File: src/rtl/memsel_pkg.sv
package memsel_pkg;
   localparam int CS_COUNT      = 4;
   localparam int CFG_EXT1_BIT  = 0;
   localparam int CFG_EXT3_BIT  = 1;
   localparam int CFG_ROUTE_LSB = 4;
   localparam int CFG_MIN_W     = CFG_ROUTE_LSB + CS_COUNT;
   // slots that may fold into slot 0
   localparam logic [CS_COUNT-1:0] EXT_CAPABLE = 4'b1010;
   // bits that hold state; the rest are reserved and read 0
   localparam logic [7:0] CFG_WR_MASK = 8'hF3;
endpackage

File: src/rtl/memsel_cfg_reg.sv
module memsel_cfg_reg
   import memsel_pkg::*;
#(
   parameter int              DW     = 8,
   parameter int              AW     = 2,
   parameter logic [AW-1:0]   OFFSET = '0
) (
   input  logic                clk,
   input  logic                rst_n,
   input  logic                we,
   input  logic [AW-1:0]       addr,
   input  logic [DW-1:0]       wdata,
   output logic [DW-1:0]       rdata,
   output logic [CS_COUNT-1:0] ext_en,
   output logic [CS_COUNT-1:0] route_sec
);
   localparam logic [DW-1:0] WMASK = DW'(CFG_WR_MASK);

   if (DW < CFG_MIN_W) begin : g_bad_dw
      $error("memsel_cfg_reg: DW too small for route field");
   end

   logic [DW-1:0] cfg_q;
   logic          hit;

   assign hit = (addr == OFFSET);

   always_ff @(posedge clk or negedge rst_n) begin
      if (!rst_n)
         cfg_q <= '0;
      else if (we && hit)
         cfg_q <= wdata & WMASK;
   end

   assign rdata = hit ? cfg_q : '0;

   for (genvar i = 0; i < CS_COUNT; i++) begin : g_fields
      if (EXT_CAPABLE[i] && i == 1) begin : g_ext1
         assign ext_en[i] = cfg_q[CFG_EXT1_BIT];
      end else if (EXT_CAPABLE[i] && i == 3) begin : g_ext3
         assign ext_en[i] = cfg_q[CFG_EXT3_BIT];
      end else begin : g_noext
         assign ext_en[i] = 1'b0;
      end
      assign route_sec[i] = cfg_q[CFG_ROUTE_LSB+i];
   end
endmodule

File: src/rtl/memsel_window_match.sv
module memsel_window_match
   import memsel_pkg::*;
#(
   parameter int ADDR_W    = 32,
   parameter int SLOT_LSB  = 24,
   parameter int BASE_SLOT = 16
) (
   input  logic                valid,
   input  logic [ADDR_W-1:0]   addr,
   output logic [CS_COUNT-1:0] hit
);
   localparam int SLOT_W = ADDR_W - SLOT_LSB;

   if (SLOT_LSB < 1 || SLOT_LSB >= ADDR_W) begin : g_bad_lsb
      $error("memsel_window_match: SLOT_LSB out of range");
   end
   if (SLOT_W < 31 && (BASE_SLOT + CS_COUNT) > (1 << SLOT_W)) begin : g_bad_base
      $error("memsel_window_match: region does not fit address space");
   end

   logic [ADDR_W-1:0] slot_full;
   assign slot_full = addr >> SLOT_LSB;

   for (genvar i = 0; i < CS_COUNT; i++) begin : g_slot
      localparam logic [ADDR_W-1:0] SLOT_ID = ADDR_W'(BASE_SLOT + i);
      assign hit[i] = valid && (slot_full == SLOT_ID);
   end
endmodule

File: src/rtl/memsel_cs_merge.sv
module memsel_cs_merge
   import memsel_pkg::*;
(
   input  logic [CS_COUNT-1:0] hit,
   input  logic [CS_COUNT-1:0] ext_en,
   output logic [CS_COUNT-1:0] sel
);
   logic [CS_COUNT-1:0] folded;
   assign folded = hit & ext_en & EXT_CAPABLE;

   for (genvar i = 0; i < CS_COUNT; i++) begin : g_sel
      if (i == 0) begin : g_base
         assign sel[i] = hit[i] | (|folded);
      end else begin : g_own
         assign sel[i] = hit[i];
      end
   end
endmodule

File: src/rtl/memsel_bus_route.sv
module memsel_bus_route
   import memsel_pkg::*;
(
   input  logic [CS_COUNT-1:0] sel,
   input  logic [CS_COUNT-1:0] route_sec,
   output logic [CS_COUNT-1:0] pri_n,
   output logic [CS_COUNT-1:0] sec_n
);
   for (genvar i = 0; i < CS_COUNT; i++) begin : g_pin
      assign pri_n[i] = ~(sel[i] & ~route_sec[i]);
      assign sec_n[i] = ~(sel[i] &  route_sec[i]);
   end
endmodule

File: src/rtl/memsel_decoder.sv
module memsel_decoder
   import memsel_pkg::*;
#(
   parameter int ADDR_W     = 32,
   parameter int SLOT_LSB   = 24,
   parameter int BASE_SLOT  = 16,
   parameter int CFG_DW     = 8,
   parameter int CFG_AW     = 2,
   parameter int CFG_OFFSET = 0
) (
   input  logic                clk,
   input  logic                rst_n,
   input  logic                cfg_we,
   input  logic [CFG_AW-1:0]   cfg_addr,
   input  logic [CFG_DW-1:0]   cfg_wdata,
   output logic [CFG_DW-1:0]   cfg_rdata,
   input  logic                bus_valid,
   input  logic [ADDR_W-1:0]   bus_addr,
   output logic [CS_COUNT-1:0] cs_pri_n,
   output logic [CS_COUNT-1:0] cs_sec_n
);
   if (CFG_OFFSET < 0 || CFG_OFFSET >= (1 << CFG_AW)) begin : g_bad_off
      $error("memsel_decoder: CFG_OFFSET outside register space");
   end

   logic [CS_COUNT-1:0] ext_en;
   logic [CS_COUNT-1:0] route_sec;
   logic [CS_COUNT-1:0] hit;
   logic [CS_COUNT-1:0] sel;

   memsel_cfg_reg #(
      .DW(CFG_DW), .AW(CFG_AW), .OFFSET(CFG_AW'(CFG_OFFSET))
   ) u_cfg (
      .clk(clk), .rst_n(rst_n), .we(cfg_we), .addr(cfg_addr),
      .wdata(cfg_wdata), .rdata(cfg_rdata),
      .ext_en(ext_en), .route_sec(route_sec)
   );

   memsel_window_match #(
      .ADDR_W(ADDR_W), .SLOT_LSB(SLOT_LSB), .BASE_SLOT(BASE_SLOT)
   ) u_match (
      .valid(bus_valid), .addr(bus_addr), .hit(hit)
   );

   memsel_cs_merge u_merge (
      .hit(hit), .ext_en(ext_en), .sel(sel)
   );

   memsel_bus_route u_route (
      .sel(sel), .route_sec(route_sec),
      .pri_n(cs_pri_n), .sec_n(cs_sec_n)
   );
endmodule

File: config.mk
export PLATFORM = sky130hd
export DESIGN_NAME = memsel_decoder
export DESIGN_NICKNAME = d
export VERILOG_FILES = /design/src/rtl/memsel_pkg.sv /design/src/rtl/memsel_cfg_reg.sv /design/src/rtl/memsel_window_match.sv /design/src/rtl/memsel_cs_merge.sv /design/src/rtl/memsel_bus_route.sv /design/src/rtl/memsel_decoder.sv
export SDC_FILE = /design/constraint.sdc
export NUM_CORES = 1
export LEC_CHECK = 0
export ABC_AREA = 1
export BUFFER_PORTS_ARGS = -buffer_cell sky130_fd_sc_hd__buf_2
export CAP_MARGIN = 20
export CORE_MARGIN = 1
export CORE_UTILIZATION = 33
export CTS_BUF_LIST = sky130_fd_sc_hd__clkbuf_4 sky130_fd_sc_hd__clkbuf_8 sky130_fd_sc_hd__clkbuf_16
export CTS_CLUSTER_DIAMETER = 40
export DETAILED_ROUTE_END_ITERATION = 6
export PLACE_DENSITY = 0.78
export SKIP_CTS_REPAIR_TIMING = 1
export SLEW_MARGIN = 20
export SYNTH_ARGS = -nofsm -noshare
export SYNTH_HDL_FRONTEND = slang
export SYNTH_HIERARCHICAL = 1
export SYNTH_SLANG_ARGS = --single-unit
File: constraint.sdc
create_clock -name clk -period 2.1 [get_ports clk]
set_input_delay 0.21 -clock clk [delete_from_list [all_inputs] [get_ports clk]]
set_output_delay 0.21 -clock clk [all_outputs]
set_load 0.01 [all_outputs]
# Yosys cells after proc, flatten, opt, wreduce, memory -nomap -nowiden
# Cells that the tools add are included.
[totals]
reg_bits = 6
out_inout_bits = 16
elab_cells = 35
[classes]
eq_ne = 4
mux = 1
n_bitwise = 22
reduce_logical = 7
[op_table]
columns = ["cell", "count"]
rows = [
  ["8-bit by 5-bit equality test with 1-bit output (second input constant)", 4],
  ["1-bit NOT", 12],
  ["1-bit AND", 8],
  ["8-bit two-way mux", 1],
  ["1-bit logical AND", 5],
  ["4-bit AND", 1],
  ["2-bit logical NOT", 1],
  ["2-bit OR reduction", 1],
  ["1-bit OR", 1],
]

# Logic depth before layout (Yosys ltp)
[logic_depth]
depth_word = 7
ltp_mapped = 8
ltp_nobuf = 8

# Modules after synthesis
# The synthesis kept the hierarchy.
[by_module_without_submodules]
columns = ["mod", "instances", "area_each_um2", "cells_each", "seq_area_each_um2"]
rows = [
  ["memsel_cfg_reg", 1, 330.3, 44, 150.1],
  ["memsel_window_match", 1, 81.3, 21, 0.0],
  ["memsel_bus_route", 1, 45.0, 12, 0.0],
  ["memsel_cs_merge", 1, 43.8, 7, 0.0],
]

# Least setup slack after synthesis
# OpenSTA, ideal clock, no wires.
[synth_timing]
kind = "input to output"
start = "input bus_addr[29]"
end = "output cs_pri_n[0]"
t_required_ns = 1.890
n_path_buf = 0
arrival_time_ns = 0.795
stages = 8
path_slack_ns = 1.095
cell_sequence = "inv_1 -> nand2_1 -> nor2_2 -> nand2_1 -> nor2_1 -> nand2_1 -> nand3_2 -> nand2_1"
[synth_between]
elab_chain_len = 7
elab_cells_between_ends = 11
cone_classes = "eq/ne (3); bitwise (4); reduce/logical (4)"
[synth_rtl]
columns = ["item", "line", "rtl"]
rows = [
  ["start: declaration", "memsel_decoder.sv:18", "input logic [ADDR_W-1:0] bus_addr,"],
  ["8-bit by 5-bit equality test with 1-bit output", "memsel_window_match.sv:26", "assign hit[i] = valid && (slot_full == SLOT_ID);"],
  ["1-bit logical AND", "memsel_window_match.sv:26", ""],
  ["named net hit[3]", "memsel_decoder.sv:28", "logic [CS_COUNT-1:0] hit;"],
  ["4-bit AND", "memsel_cs_merge.sv:9", "assign folded = hit & ext_en & EXT_CAPABLE;"],
  ["2-bit OR reduction", "memsel_cs_merge.sv:13", "assign sel[i] = hit[i] | (|folded);"],
  ["1-bit OR", "memsel_cs_merge.sv:13", ""],
  ["named net sel[0]", "memsel_decoder.sv:29", "logic [CS_COUNT-1:0] sel;"],
  ["1-bit AND", "memsel_bus_route.sv:10", "assign pri_n[i] = ~(sel[i] & ~route_sec[i]);"],
  ["1-bit NOT", "memsel_bus_route.sv:10", ""],
  ["end: declaration", "memsel_decoder.sv:19", "output logic [CS_COUNT-1:0] cs_pri_n,"],
]
# The timed path passes the listed nets, and every way through them passes these cells.

# Worst setup path in the final report
[layout_timing]
start = "input bus_addr[29]"
end = "output cs_sec_n[0]"
[layout_between]
elab_chain_len = 7
elab_cells_between_ends = 11
cone_classes = "eq/ne (3); bitwise (4); reduce/logical (4)"
[layout_rtl]
columns = ["item", "line", "rtl"]
rows = [
  ["8-bit by 5-bit equality test with 1-bit output", "memsel_window_match.sv:26", ""],
  ["1-bit logical AND", "memsel_window_match.sv:26", ""],
  ["named net hit[3]", "memsel_decoder.sv:28", ""],
  ["4-bit AND", "memsel_cs_merge.sv:9", ""],
  ["2-bit OR reduction", "memsel_cs_merge.sv:13", ""],
  ["1-bit OR", "memsel_cs_merge.sv:13", ""],
  ["named net sel[0]", "memsel_decoder.sv:29", ""],
  ["1-bit AND", "memsel_bus_route.sv:11", "assign sec_n[i] = ~(sel[i] & route_sec[i]);"],
  ["1-bit NOT", "memsel_bus_route.sv:11", ""],
  ["end: declaration", "memsel_decoder.sv:20", "output logic [CS_COUNT-1:0] cs_sec_n"],
]
# The timed path passes the listed nets, and every way through them passes these cells.

==> results.json <==
{
  "drt_iter0_drc": 17,
  "cts.sinks": 6,
  "cp.required_ns": 1.89,
  "critPathCaptureType": "output port",
  "r2r_setup_slack_ns": 1.43,
  "grt_pass1_wl_um": 1620,
  "cts_tree": "built",
  "setup_slack_ns": 0.761,
  "min_period_over_period": 0.638,
  "rsz0062_at_grt": "false",
  "grt_max_degree": 9,
  "drv_slew": 0,
  "wl_per_cell_um": 8.32,
  "post-route-cell-area_um2": 668,
  "cts_buffers": 3,
  "setup.worst_path.class": "input pin to output port",
  "n_antenna_cell": 0,
  "hold_violations": 0,
  "die_h_um": 40.4,
  "top_usage_layer": "met2",
  "die_x_um": 40.4,
  "cts.clk_slew.worst_paths_ns": 0.04,
  "vias": 564,
  "largest_reg_flops": 6,
  "min_path_type": "input pin to flop",
  "cts-htree-levels": 1,
  "grt_use_met1": 0.158,
  "status": "completed",
  "syn_avg_cell_area_um2": 5.92,
  "die_area_um2": 1630,
  "worstPathArrival_ns": 1.13,
  "gr-usage-met2": 0.270,
  "drc": 0,
  "start_util": 0.364,
  "top_regs": "u_cfg/cfg_q (6)",
  "wl_um": 1080,
  "postRouteAntennaNets": 0,
  "power.leakage_nw": 0.409,
  "dr.pass1.iters": 4,
  "cp_max_fo": 3,
  "regArea_um2": 150,
  "regMostFlops": "u_cfg/cfg_q",
  "rows": 13,
  "fin_crit_ns": 1.34,
  "nFillCells": 146,
  "worstSetupStartpointType": "input pin",
  "synth_area_um2": 485,
  "place_area_um2": 636,
  "fin_worst_skew_ns": 0,
  "areaGrowthSynthToFinish_pct": 37.6,
  "max_freq_mhz": 747,
  "via_per_inst": 4.34,
  "dpl.hpwl_um": 884,
  "root_buffer": "clkbuf_4",
  "gp_congestion": 0.673,
  "insertion_delay_ns": 0.24,
  "io_pins": 62,
  "fin_cells": 130,
  "io_buffers": 33,
  "cts_max_path_buffers": 2,
  "p_per_area_nw_per_um2": 507,
  "overflow": 0,
  "grt_pass1_vias": 439,
  "final_nets": 163,
  "grt_usage": 0.156,
  "syn_inst": 82,
  "tns_ns": 0,
  "drv_cap": 0,
  "vdd_drop_max_mv": 0.293,
  "setup_viol": 0,
  "dpl_worst_slack_ns": 0.751,
  "multiInputGateArea_um2": 230,
  "yosysWarningCount": 6,
  "antenna_found_initial": 0,
  "layout-drive-gt1-share": 0.357,
  "placed_cells": 126,
  "grt_use_met3": 0.0333,
  "coreArea_um2": 1330
}
-- critical path: stages --
cell     delay, ns
buf_2         0.09
inv_1         0.04
nand2_1       0.05
nor2_2        0.12
nand2_1       0.08
nor2_1        0.18
nand2_1       0.09
nand3_2       0.08
nand2_1       0.05
buf_2         0.13
-- final timing paths --
path | from | end | depth (start not counted)
min in group asynchronous | rst_n | u_cfg/cfg_q[6] | 2
setup / recovery | bus_addr[29] | cs_sec_n[0] | 10
hold reg to reg | u_cfg/cfg_q[1] | u_cfg/cfg_q[1] | 2
max in group asynchronous | rst_n | u_cfg/cfg_q[5] | 2
hold / removal | cfg_wdata[5] | u_cfg/cfg_q[5] | 3
setup reg to reg | u_cfg/cfg_q[4] | u_cfg/cfg_q[4] | 2
-- layout make-up --
type / instances / area share
Clock buffer: 3 / 0.0337
Multi-Input combinational cell: 53 / 0.345
Tap cell: 15 / 0.0281
Inverter: 19 / 0.107
Sequential cell: 6 / 0.225
Timing Repair Buffer: 34 / 0.262
-- power by group --
group          switching (mW)  internal [mW]  total, mW
Sequential             0.0185          0.135      0.153
Clock                  0.0388         0.0645      0.103
Combinational          0.0462         0.0362     0.0824
-- cell usage in the layout (no fill, tap or decap), types with 2 or more instances in the layout --
cell type and n:
buf_2 33, inv_1 18, nand3_1 6, clkbuf_4 3, nand2_1 29, dfrtp_1 6, nor2_1 12, conb_1 2
-- metrics by stage --
stage          power, mW   util  hold WS (ns)
3_5_place_dp       0.235  0.477        0.0402
2_1_floorplan      0.198      -       -0.0856
4_1_cts            0.339  0.493        -0.214
5_1_grt            0.366  0.501         0.213
3_3_place_gp       0.230  0.477        0.0357
6_report           0.339  0.501         0.203
-- per-layer routing --
| layer | wire (um) | vias up |
|---|---|---|
| li1 | - | 295 |
| met1 | 477 | 238 |
| met2 | 514 | 29 |
| met5 | 0 | - |
| met3 | 80 | 2 |
| met4 | 8 | 0 |
Note: power is estimated with default switching activity, not from simulation.
